$ cat src/rtl/board_ctl_regs.sv
module board_ctl_regs #(
  parameter int PA_W = 20
) (
  input  logic        clk,
  input  logic        rst_n,
  input  logic [1:0]  reg_addr,
  input  logic        reg_wr,
  input  logic [15:0] reg_wdata,
  output logic [15:0] reg_rdata,
  input  logic        ctl_irq_i,
  input  logic        par_err_i,
  input  logic [19:0] par_addr_i,
  input  logic        par_src_i,
  input  logic        par_end_i,
  input  logic [3:0]  ram_base_i,
  input  logic        ram_256k_i,
  output logic        ctl_reset_o,
  output logic        ctl_attn_o,
  output logic        on_air_o,
  output logic        xbus_en_o,
  output logic        host_irq_o
);
  localparam int HI_W = PA_W - 16;

  logic            st_rst, st_air, st_attn, st_ien, st_pien, st_xbus;
  logic            pflag, cap_src, cap_end;
  logic [PA_W-1:0] cap_addr;

  wire wr_st = reg_wr && (reg_addr == 2'd0);
  wire ack   = reg_wr && (reg_addr == 2'd1) && reg_wdata[8];
  wire take  = par_err_i && (!pflag || ack);

  always_ff @(posedge clk or negedge rst_n) begin
    if (!rst_n) begin
      st_rst  <= 1'b0;
      st_air  <= 1'b0;
      st_attn <= 1'b0;
      st_ien  <= 1'b0;
      st_pien <= 1'b0;
      st_xbus <= 1'b0;
    end else if (wr_st) begin
      st_rst  <= reg_wdata[15];
      st_air  <= reg_wdata[14];
      st_attn <= reg_wdata[13];
      st_ien  <= reg_wdata[12];
      st_pien <= reg_wdata[11];
      st_xbus <= reg_wdata[5];
    end
  end

  always_ff @(posedge clk or negedge rst_n) begin
    if (!rst_n) begin
      pflag    <= 1'b0;
      cap_src  <= 1'b0;
      cap_end  <= 1'b0;
      cap_addr <= '0;
    end else if (take) begin
      pflag    <= 1'b1;
      cap_src  <= par_src_i;
      cap_end  <= par_end_i;
      cap_addr <= par_addr_i[PA_W-1:0];
    end else if (ack) begin
      pflag    <= 1'b0;
    end
  end

  always_comb begin
    reg_rdata = '0;
    case (reg_addr)
      2'd0: reg_rdata = {st_rst, st_air, st_attn, st_ien, st_pien, 1'b0, pflag,
                         ctl_irq_i, 2'b00, st_xbus, ram_256k_i, ram_base_i};
      2'd1: begin
        reg_rdata[7]      = cap_src;
        reg_rdata[6]      = cap_end;
        reg_rdata[HI_W-1:0] = cap_addr[PA_W-1:16];
      end
      2'd2: reg_rdata = cap_addr[15:0];
      default: reg_rdata = '0;
    endcase
  end

  assign ctl_reset_o = st_rst;
  assign ctl_attn_o  = st_attn;
  assign on_air_o    = st_air;
  assign xbus_en_o   = st_xbus;
  assign host_irq_o  = (ctl_irq_i & st_ien) | (pflag & st_pien);
endmodule

$ cat config.mk
export PLATFORM = sky130hd
export DESIGN_NAME = board_ctl_regs
export DESIGN_NICKNAME = d
export VERILOG_FILES = /design/src/rtl/board_ctl_regs.sv
export SDC_FILE = /design/constraint.sdc
export NUM_CORES = 1
export LEC_CHECK = 0
export ABC_AREA = 1
export BUFFER_PORTS_ARGS = -buffer_cell sky130_fd_sc_hd__clkbuf_2
export CORE_ASPECT_RATIO = 0.8
export CORE_UTILIZATION = 49
export CTS_CLUSTER_SIZE = 28
export DETAILED_ROUTE_END_ITERATION = 10
export PLACE_DENSITY = 0.83
export SLEW_MARGIN = 20
export SYNTH_ARGS = -nofsm -noshare
export SYNTH_HDL_FRONTEND = slang
export SYNTH_SLANG_ARGS = --single-unit
$ cat constraint.sdc
create_clock -name clk -period 2 [get_ports clk]
set_input_delay 0.2 -clock clk [delete_from_list [all_inputs] [get_ports clk]]
set_output_delay 0.2 -clock clk [all_outputs]
set_load 0.05 [all_outputs]
# Word-level counts from Yosys, hierarchy flattened
# Index checks and enable logic that the tools add are counted.
totals:
  ff_bits: 29
  input_bits: 50
  output_inout_bits: 21
  word_cells: 29
classes:
  eq_ne: 2
  n_mux: 6
  bitwise: 3
  reduce_logical: 8
op_table:
  columns: ["cell", "n"]
  rows:
  - ["8-bit one-hot mux with 2 select lines", 1]
  - ["4-bit one-hot mux with 3 select lines", 1]
  - ["2-bit one-hot mux with 2 select lines", 2]
  - ["1-bit logical AND", 4]
  - ["1-bit AND", 2]
  - ["2-bit by 1-bit == test with 1-bit output, second input constant", 1]
  - ["2-bit == test, second input constant", 1]
  - ["2-bit zero test", 1]
  - ["1-bit two-way mux", 2]
  - ["2-bit nonzero test", 1]
  - ["1-bit zero test", 1]
  - ["1-bit logical OR", 1]
  - ["1-bit OR", 1]

# Longest topological paths before layout
# Gate-level depths: netlist (run 1).
logic_depth:
  depth_word: 6
  mapped_depth: 8
  ltp_nobuf: 7

# Least setup slack after synthesis (run 1)
# Ideal clock, no wire load.
synth_timing:
  path_kind: "in2out"
  start: "input reg_addr[0]"
  end: "output reg_rdata[14]"
  arrival_ps: 1888
  required_time_ps: 1800
  slack_ps: -88
  stages: 6
  n_path_buf: 2
  path_cell_list: "inv_1 > ha_1 > clkbuf_2 > buf_2 > nor2_1 > o21ai_0"
synth_between:
  elab_chain_cells: 2
  elab_cells_between_ends: 3
  cone_classes: "eq/ne: 1; mux: 1; reduce/logical: 1"
synth_lines:
  columns: ["item", "line", "text"]
  rows:
  - ["start, declared", "6", "input logic [1:0] reg_addr,"]
  - ["2-bit == test or 2-bit zero test (tied branches)", "69", "case (reg_addr)"]
  - ["8-bit one-hot mux with 2 select lines (*)", "69", null]
  - ["end, declared", "9", "output logic [15:0] reg_rdata,"]
# Mark *: on every way between the ends. The rest lies on a longest branch, timed or not.

# Final worst setup path (run 1)
layout_timing:
  start: "input reg_addr[0]"
  end: "output reg_rdata[9]"
# The elaborated chain is that of the path after synthesis.

==> impl_metrics.ini, run 1 <==
[final_layout]
final_common_cell = nand2_1
fillers = 257
nets = 308
layout_common_cells = 81 x nand2_1, 61 x clkbuf_2, 30 x nand3_1
area_growth_pct = 28.4
fin_util_pct = 67.4
drive_gt1_share_pct = 29.9
antennaDiodeCount = 0

[clocking]
clk_pin_slew_ns = 0.06
cts_root_buf = clkbuf_8
cts_tree = done
clk_latency_ns = 0.28
cts_resized = 0
numCtsBuffers = 5
cts_htree_levels = 2
hold_buffers = 1
post_cts.repair.setup_buffers = 0
clock_path_buffers = 2
cts_sinks = 29

[logic_synthesis]
netlist_area_mm2 = 0.00149
syn_inst = 188
yosysWarnings = 0
yosysTopAreaCell = dfrtp_1
synth.net_count = 243
avgSynthCellArea_um2 = 7.91
synth_area_leaders = dfrtp_1 49%, nand2_1 20%, nand3_1 10%
ys_seq_elements = 29
synth.top_cell.area_share_pct = 48.8
synthDistinctLibCells = 17
yosysSeqAreaShare_pct = 48.8

[critical_path]
path_cells = clkbuf_2 > inv_1 > ha_1 > inv_1 > o21ai_0 > clkbuf_2
r2r_start = pflag
r2r_slack_ns = 0.94
crit_required_ns = 1.80
end_kind = output pin
worstReg2RegEnd = cap_addr[14]
ff2ff_path_depth = 4
criticalPathCategory = input port to output pin
critPathLaunch = reg_addr[0]
cpLargestDelayFamily = buffers and inverters
worstSetupStartpointType = input port
path_buf_inv = 4
path_max_fanout = 12
cp.arrival_ns = 1.52
crit_slowest_cell = ha_1
cp_slowest_stage_delay_ns = 0.46

[job]
drv_cap = 0

[drt]
firstDrtPassIters = 4
drtIter0Drc = 49
wl_per_cell_um = 11.4
vias_per_cell = 4.93
vias = 1440
drc = 0
wl_um = 3320
postRouteAntennaNets = 0

[place]
gp_congestion = 0.778
port_buffers = 61
dpl.hpwl_um = 2480

[floorplan]
die_x_um = 63.6
die_h_um = 51.3
core_area_mm2 = 0.00283
rows = 17
die_area_mm2 = 0.00326
ioPinCount = 71
start_util_pct = 52.5

[sta]
period_needed_ns = 1.72
finalSetupViolations = 0
max_freq_mhz = 582
finalHoldViolations = 0
maxSlewViolCount = 0
rsz0062_at_grt = no
relSlewSlack_pct = 53.7
tns_ns = 0
finalClockSkew_ns = 0.00456
worst_slew_pin_slew_ns = 0.695
min_period_over_period_pct = 85.9

[min_path]
holdCritPathClass = input port to register
min_delay_path_depth = 3
worstHoldStart = par_addr_i[15]
min_to = cap_addr[15]

[pwr]
vdd_ir_drop_max_mv = 0.688
power.leakage_nw = 1.14
pwr_density_cell_mw_per_mm2 = 1190
total_power_w = 0.00227

[global_route]
antenna_found_initial = 0
grt_pass1_wl_um = 5840
grt_pass1_vias = 1346
grt_max_degree = 30
grt_usage_pct = 24.3
grt-ovfl-total = 0

[run_status]
status = complete, no violations
## kinds of logic (layout without fill, tap and decap cells)
| group | count (synthesis) | count (layout) | share of synthesized area, % |
|---|---|---|---|
| AND/OR/NAND/NOR | 117 | 117 | 33.5 |
| buffers and inverters | 23 | 89 | 7.66 |
| adder cells (fa/ha/maj) | 5 | 5 | 4.21 |
| flip-flops | 29 | 29 | 48.8 |
| AO/OA/AOI/OAI | 14 | 14 | 5.81 |
## how the worst max path moves through the flow
stage,end,slack (ns),cells past startpoint
after floorplan,reg_rdata[11],0.07,5
after global placement,reg_rdata[11],0.32,6
after detailed placement,reg_rdata[11],0.29,6
after CTS,reg_rdata[11],0.29,6
after global routing,reg_rdata[11],0.15,6
final,reg_rdata[9],0.28,6
## state kept, by name, summed over array words and instances, names as in the netlist
name         cells
cap_addr        20
cap_end          1
cap_src          1
ctl_attn_o       1
ctl_reset_o      1
on_air_o         1
pflag            1
st_ien           1
st_pien          1
xbus_en_o        1
## cell type report
class	instances	area (µm²)	area share (%)
Sequential cell	29	726	38.0
Multi-Input combinational cell	136	647	33.9
Timing Repair Buffer	67	353	18.5
Clock buffer	6	72.6	3.80
Inverter	14	52.6	2.75
Tap cell	38	47.5	2.49
Clock inverter	2	10.0	0.525
## worst reg2reg max path, delay by kind of cell, from the launching register on
kind / cells / cell delay, ns
flops: 1 / 0.42
simple gates: 3 / 0.36
buf+inv: 1 / 0.22
## through the flow
| step | hold WS (ns) | worst slack [ns] | area [µm²] | instances |
|---|---|---|---|---|
| CTS | 0.134 | 0.292 | 1910 | 292 |
| global route | 0.147 | 0.150 | 1910 | 292 |
| global placement | 0.271 | 0.315 | 1820 | 283 |
| detailed placement | 0.269 | 0.289 | 1820 | 283 |
| floorplan | -0.0956 | 0.0690 | 1490 | 188 |
| finish | 0.141 | 0.283 | 1910 | 292 |
## report_power, final
group / switching [W] / internal, W
Sequential: 0.000139 / 0.000832
Clock: 0.000214 / 0.000240
Combinational: 0.000593 / 0.000249
## metal layers
| metal | vias up | share of wire, % | global-route usage [%] |
|---|---|---|---|
| li1 | 730 | - | - |
| met1 | 645 | 47 | 28.7 |
| met2 | 57 | 46 | 40.8 |
| met3 | 8 | 6.2 | 8.71 |
| met4 | 0 | 1.4 | 9.09 |
| met5 | - | 0 | 0 |
## cell usage after synthesis, drive strengths merged
cell / n
a21oi: 4
buf: 7
o21ai: 5
nand2: 83
nor2: 3
ha: 5
inv: 14
a22o: 4
o22ai: 1
nand3: 31
dfrtp: 29
clkbuf: 2
No activity file was read; power rests on OpenSTA's default activity.
==> run 2: changes to the inputs <==
--- a/config.mk
+++ b/config.mk
@@ -8,10 +8,10 @@
 export ABC_AREA = 1
 export BUFFER_PORTS_ARGS = -buffer_cell sky130_fd_sc_hd__clkbuf_2
 export CORE_ASPECT_RATIO = 0.8
-export CORE_UTILIZATION = 49
+export CORE_UTILIZATION = 45
 export CTS_CLUSTER_SIZE = 28
 export DETAILED_ROUTE_END_ITERATION = 10
-export PLACE_DENSITY = 0.83
+export PLACE_DENSITY = 0.77
 export SLEW_MARGIN = 20
 export SYNTH_ARGS = -nofsm -noshare
 export SYNTH_HDL_FRONTEND = slang
==> run 2 against run 1 <==
Power grew 0.68%; worst setup slack improved by 0.028 ns; cell count up 0.34%; highest routed layer unchanged.
==> impl_metrics.ini, run 2 (same netlist as run 1, synthesis figures left out) <==
[drt]
vias = 1426
firstDrtPassIters = 4
postRouteAntennaNets = 0
vias_per_cell = 4.87
drc = 0
drtIter0Drc = 51
wl_um = 3360
wl_per_cell_um = 11.5

[sta]
period_needed_ns = 1.69
worst_slew_pin_slew_ns = 0.714
fin_hold_ws_ns = 0.144
max_freq_mhz = 592
maxSlewViolCount = 0
finalSetupViolations = 0
tns_ns = 0
finalHoldViolations = 0
rsz0062_at_grt = no
relSlewSlack_pct = 52.4
fin_ws_ns = 0.311
min_period_over_period_pct = 84.5
finalClockSkew_ns = 0.00291

[clocking]
cts_htree_levels = 2
clock_path_buffers = 2
cts_tree = done
clk_latency_ns = 0.28
cts_resized = 0
cts_root_buf = clkbuf_8
numCtsBuffers = 5
hold_buffers = 1
post_cts.repair.setup_buffers = 0
cts_sinks = 29
clk_pin_slew_ns = 0.06

[critical_path]
r2r_slack_ns = 0.99
worstReg2RegEnd = cap_addr[4]
crit_required_ns = 1.80
worstSetupStartpointType = input port
r2r_start = pflag
cp.arrival_ns = 1.49
path_max_fanout = 11
criticalPathCategory = input port to output pin
end_kind = output pin
ff2ff_path_depth = 4

[place]
dpl.hpwl_um = 2510
port_buffers = 61
place_ws_ns = 0.289
dpl.cell_count = 285
gp_congestion = 0.784

[final_layout]
largest_reg_flops = 20
layout_common_cells = 81 x nand2_1, 61 x clkbuf_2, 30 x nand3_1
fillers = 288
nets = 308
area_growth_pct = 28.8
regArea_um2 = 726
fin_util_pct = 61.6
antennaDiodeCount = 0
final_common_cell = nand2_1
regMostFlops = cap_addr
multiInputGateArea_um2 = 647
drive_gt1_share_pct = 29.6
layout.cells.non_filler = 293

[job]
drv_cap = 0

[global_route]
grt-ovfl-total = 0
grt_usage_pct = 22.3
antenna_found_initial = 0
grt_pass1_vias = 1336
grt_pass1_wl_um = 5580
grt_max_degree = 30

[min_path]
holdCritPathClass = input port to register
min_to = cap_addr[10]
worstHoldStart = par_addr_i[10]
min_delay_path_depth = 3

[pwr]
intPower_w = 0.00135
power_frac_comb_pct = 37.0
vdd_ir_drop_max_mv = 0.576
pwr_density_cell_mw_per_mm2 = 1190
swShare_pct = 40.7
clockPowerShare_pct = 20.8
power.leakage_nw = 1.14
power.switching_w = 0.000928
pwr-share-seq_pct = 42.3

[floorplan]
core_area_mm2 = 0.00311
ioPinCount = 71
rows = 18
die_h_um = 53.4
die_area_mm2 = 0.00354
start_util_pct = 47.8
die_x_um = 66.3

[run_status]
status = complete, no violations
-- run 2: power groups by stage --
| stage | Clock, W | Combinational [W] | Sequential [W] |
|---|---|---|---|
| after floorplan | 0 | 0.000622 | 0.000987 |
| after global placement | 0 | 0.000830 | 0.000964 |
| after detailed placement | 0 | 0.000847 | 0.000971 |
| after CTS | 0.000483 | 0.000850 | 0.000963 |
| after global routing | 0.000515 | 0.000948 | 0.000990 |
| final | 0.000474 | 0.000843 | 0.000965 |
-- run 2: cell type report --
class	count	share of cell area [%]
sequential	29	37.9
multi-input combinational	136	33.8
timing repair buffer	67	18.4
clock buffer	7	4.51
inverter	14	2.75
tap	40	2.61
-- run 2: metal layers --
metal	global-route usage, %	routed length, µm	vias up
met5	0	0	-
li1	-	-	724
met3	6.47	250	6
met4	11.7	61	0
met1	25.4	1540	639
met2	38.3	1510	57
-- run 2: per-stage QoR --
stage,power [W],area [µm²]
4_1_cts,0.00230,1910
5_1_grt,0.00245,1910
2_1_floorplan,0.00161,1490
3_5_place_dp,0.00182,1820
3_3_place_gp,0.00179,1820
6_report,0.00228,1910
-- run 2: worst max-delay path: stages --
cell and delay, ns:
clkbuf_2 0.11, inv_1 0.11, ha_1 0.41, inv_1 0.14, o21ai_0 0.20, clkbuf_2 0.31
-- run 2: worst max-delay path by stage --
stage	startpoint	endpoint	slack, ns
2_1_floorplan	reg_addr[0]	reg_rdata[11]	0.07
3_3_place_gp	reg_addr[0]	reg_rdata[9]	0.36
3_5_place_dp	reg_addr[0]	reg_rdata[11]	0.29
4_1_cts	reg_addr[0]	reg_rdata[11]	0.30
5_1_grt	reg_addr[0]	reg_rdata[11]	0.17
6_report	reg_addr[0]	reg_rdata[11]	0.31
==> run 3: changes to the inputs <==
--- a/config.mk
+++ b/config.mk
@@ -5,13 +5,13 @@
 export SDC_FILE = /design/constraint.sdc
 export NUM_CORES = 1
 export LEC_CHECK = 0
-export ABC_AREA = 1
+export ABC_AREA = 0
 export BUFFER_PORTS_ARGS = -buffer_cell sky130_fd_sc_hd__clkbuf_2
 export CORE_ASPECT_RATIO = 0.8
-export CORE_UTILIZATION = 45
+export CORE_UTILIZATION = 41
 export CTS_CLUSTER_SIZE = 28
 export DETAILED_ROUTE_END_ITERATION = 10
-export PLACE_DENSITY = 0.77
+export PLACE_DENSITY = 0.75
 export SLEW_MARGIN = 20
 export SYNTH_ARGS = -nofsm -noshare
 export SYNTH_HDL_FRONTEND = slang
==> constraint.sdc (replaced) <==
create_clock -name clk -period 1.45 [get_ports clk]
set_input_delay 0.145 -clock clk [delete_from_list [all_inputs] [get_ports clk]]
set_output_delay 0.145 -clock clk [all_outputs]
set_load 0.05 [all_outputs]
==> run 3 against run 2 <==
Critical path type is now register to output pin; sequential power is 20% higher; cell count is 28% lower; design area is 5.9% higher; area after synthesis is 3.1% lower; largest cell class unchanged; synthesized cell count is 48% lower; the flow now finishes with violations (negative setup slack); worst hold slack worse by 0.065 ns; clock skew is 0.0011 ns lower.
==> impl_metrics.ini, run 3 <==
[drt]
drtIter0Drc = 45
postRouteAntennaNets = 0
vias_per_cell = 5.15
wl_um = 3150
wl_per_cell_um = 14.8
vias = 1092
drc = 0
firstDrtPassIters = 5

[logic_synthesis]
syn_inst = 97
synth_edf_count = 0
ys_seq_elements = 29
synth.top_cell.area_share_pct = 50.4
yosysWarnings = 0
yosysTopAreaCell = dfrtp_1
synth.net_count = 152
yosysMostFrequentCell = dfrtp_1
synthDistinctLibCells = 19
synth_common_cells = 29 x dfrtp_1, 20 x mux2_4, 9 x a22o_1, 8 x mux2_2
synth_area_leaders = dfrtp_1 50%, mux2_4 21%, mux2_2 6.3%
synthArstFlopShare_pct = 100
netlist_area_mm2 = 0.00144
avgSynthCellArea_um2 = 14.8
yosysSeqAreaShare_pct = 50.4
ys_dominant_reg_cell = dfrtp_1

[global_route]
grt_max_degree = 30
grt_usage_pct = 19.8
grt_pass1_vias = 1037
grt-ovfl-total = 0
grt_pass1_wl_um = 5120
antenna_found_initial = 0

[sta]
max_freq_mhz = 689
worst_slew_pin_slew_ns = 0.694
finalSetupViolations = 1
rsz0062_at_grt = yes
period_needed_ns = 1.45
min_period_over_period_pct = 100
finalClockSkew_ns = 0.00183
fin_ws_ns = -0.000532
relSlewSlack_pct = 53.7
finalHoldViolations = 0
maxSlewViolCount = 0

[floorplan]
die_area_mm2 = 0.00375
die_h_um = 55.0
core_area_mm2 = 0.00322
start_util_pct = 44.7
die_x_um = 68.3
rows = 18
ioPinCount = 71

[final_layout]
final_common_cell = clkbuf_2
largest_reg_flops = 20
regMostFlops = cap_addr
layout_common_cells = 51 x clkbuf_2, 29 x dfrtp_1, 20 x mux2_4
multiInputGateArea_um2 = 689
nets = 226
area_growth_pct = 40.7
fillers = 269
drive_gt1_share_pct = 64.5
antennaDiodeCount = 0
layout.cells.non_filler = 212
regArea_um2 = 726

[clocking]
clk_latency_ns = 0.28
clk_pin_slew_ns = 0.06
cts_root_buf = clkbuf_8
clock_path_buffers = 2
cts_tree = done
numCtsBuffers = 5
cts_sinks = 29
cts_htree_levels = 2

[pwr]
pwr_density_cell_mw_per_mm2 = 1370
pwr-share-seq_pct = 41.9
intPower_w = 0.00185
vdd_ir_drop_max_mv = 0.932
power_frac_comb_pct = 35.8
clockPowerShare_pct = 22.3
power.switching_w = 0.000921
power.leakage_nw = 1.01
swShare_pct = 33.2

[critical_path]
worstSetupStartpointType = register
path_max_fanout = 2
end_kind = output pin
cp.arrival_ns = 1.31
crit_required_ns = 1.31
criticalPathCategory = register to output pin

[place]
dpl.cell_count = 202
place_ws_ns = -0.0322
gp_congestion = 0.845
dpl.hpwl_um = 2430
port_buffers = 61

[min_path]
holdCritPathClass = input port to register

[run_status]
violations = negative setup slack
status = finished, violations left

[job]
drv_cap = 0
==> run 3: worst max-delay path, cell delays in order (launching register included) <==
cell      delay, ns
dfrtp_1        0.38
a222oi_1       0.38
nor2_2         0.10
buf_8          0.16
==> run 3: power by group through the flow <==
| stage | clock (W) | combinational (W) | sequential [W] |
|---|---|---|---|
| 6_report | 0.000618 | 0.000991 | 0.00116 |
| 5_1_grt | 0.000686 | 0.00105 | 0.00120 |
| 4_1_cts | 0.000634 | 0.000971 | 0.00116 |
| 3_5_place_dp | 0 | 0.000947 | 0.00117 |
| 3_3_place_gp | 0 | 0.000925 | 0.00116 |
| 2_1_floorplan | 0 | 0.000643 | 0.00120 |
==> run 3: final timing paths <==
path                         startpoint  cells after the start            to  slack, ns
max reg2reg                       pflag                      3   cap_addr[3]       0.15
min in group asynchronous         rst_n                      2   cap_addr[0]       0.44
min                           par_err_i                      2         pflag       0.08
min reg2reg                cap_addr[10]                      1  cap_addr[10]       0.51
max                        cap_addr[17]                      3  reg_rdata[1]    -0.0005
max in group asynchronous         rst_n                      2  cap_addr[11]       0.56
==> run 3: per-layer routing <==
metal	track usage [%]	up-vias	share of wire [%]
met5	0	-	0
met4	5.90	0	0.95
met3	7.58	4	8.1
met2	30.2	47	47
met1	26.1	533	44
li1	-	508	-
==> run 3: kinds of logic (layout without fill, tap and decap cells) <==
logic type	count (synthesis)	after routing	share of synthesized area (%)
DFF	29	29	50.4
muxes	28	28	27.1
buffers and inverters	6	81	2.61
adders and majority gates	5	5	4.34
and+or+nand+nor	10	10	3.56
AOI/OAI and AO/OA	19	19	12.0
==> run 3: stage by stage <==
stage | cell area (µm²) | hold slack (ns) | TNS (ns) | total power, W | util (%)
after global routing | 2030 | 0.0801 | -0.200 | 0.00293 | 62.9
after detailed placement | 1890 | 0.227 | -0.0947 | 0.00212 | 58.6
after CTS | 2010 | 0.0788 | 0 | 0.00277 | 62.3
after global placement | 1890 | 0.214 | 0 | 0.00208 | 58.6
final | 2030 | 0.0792 | -0.000532 | 0.00277 | 62.9
after floorplan | 1450 | -0.151 | 0 | 0.00185 | -
==> run 3: layout make-up <==
type | count | area share (%)
timing repair buffer | 71 | 23.4
sequential | 29 | 35.8
multi-input combinational | 62 | 34.0
clock buffer | 8 | 3.95
inverter | 2 | 0.370
tap | 40 | 2.47
==> run 3: repair_timing <==
| item | CTS | global route |
|---|---|---|
| hold buffers | 1 | 0 |
| pin swaps | 2 | 6 |
| gates cloned | 0 | 0 |
| setup buffers | 0 | 1 |
| endpoints found under the hold margin | 29 | 0 |
| setup endpoints to repair | 9 | 8 |
| resized for setup | 8 | 12 |
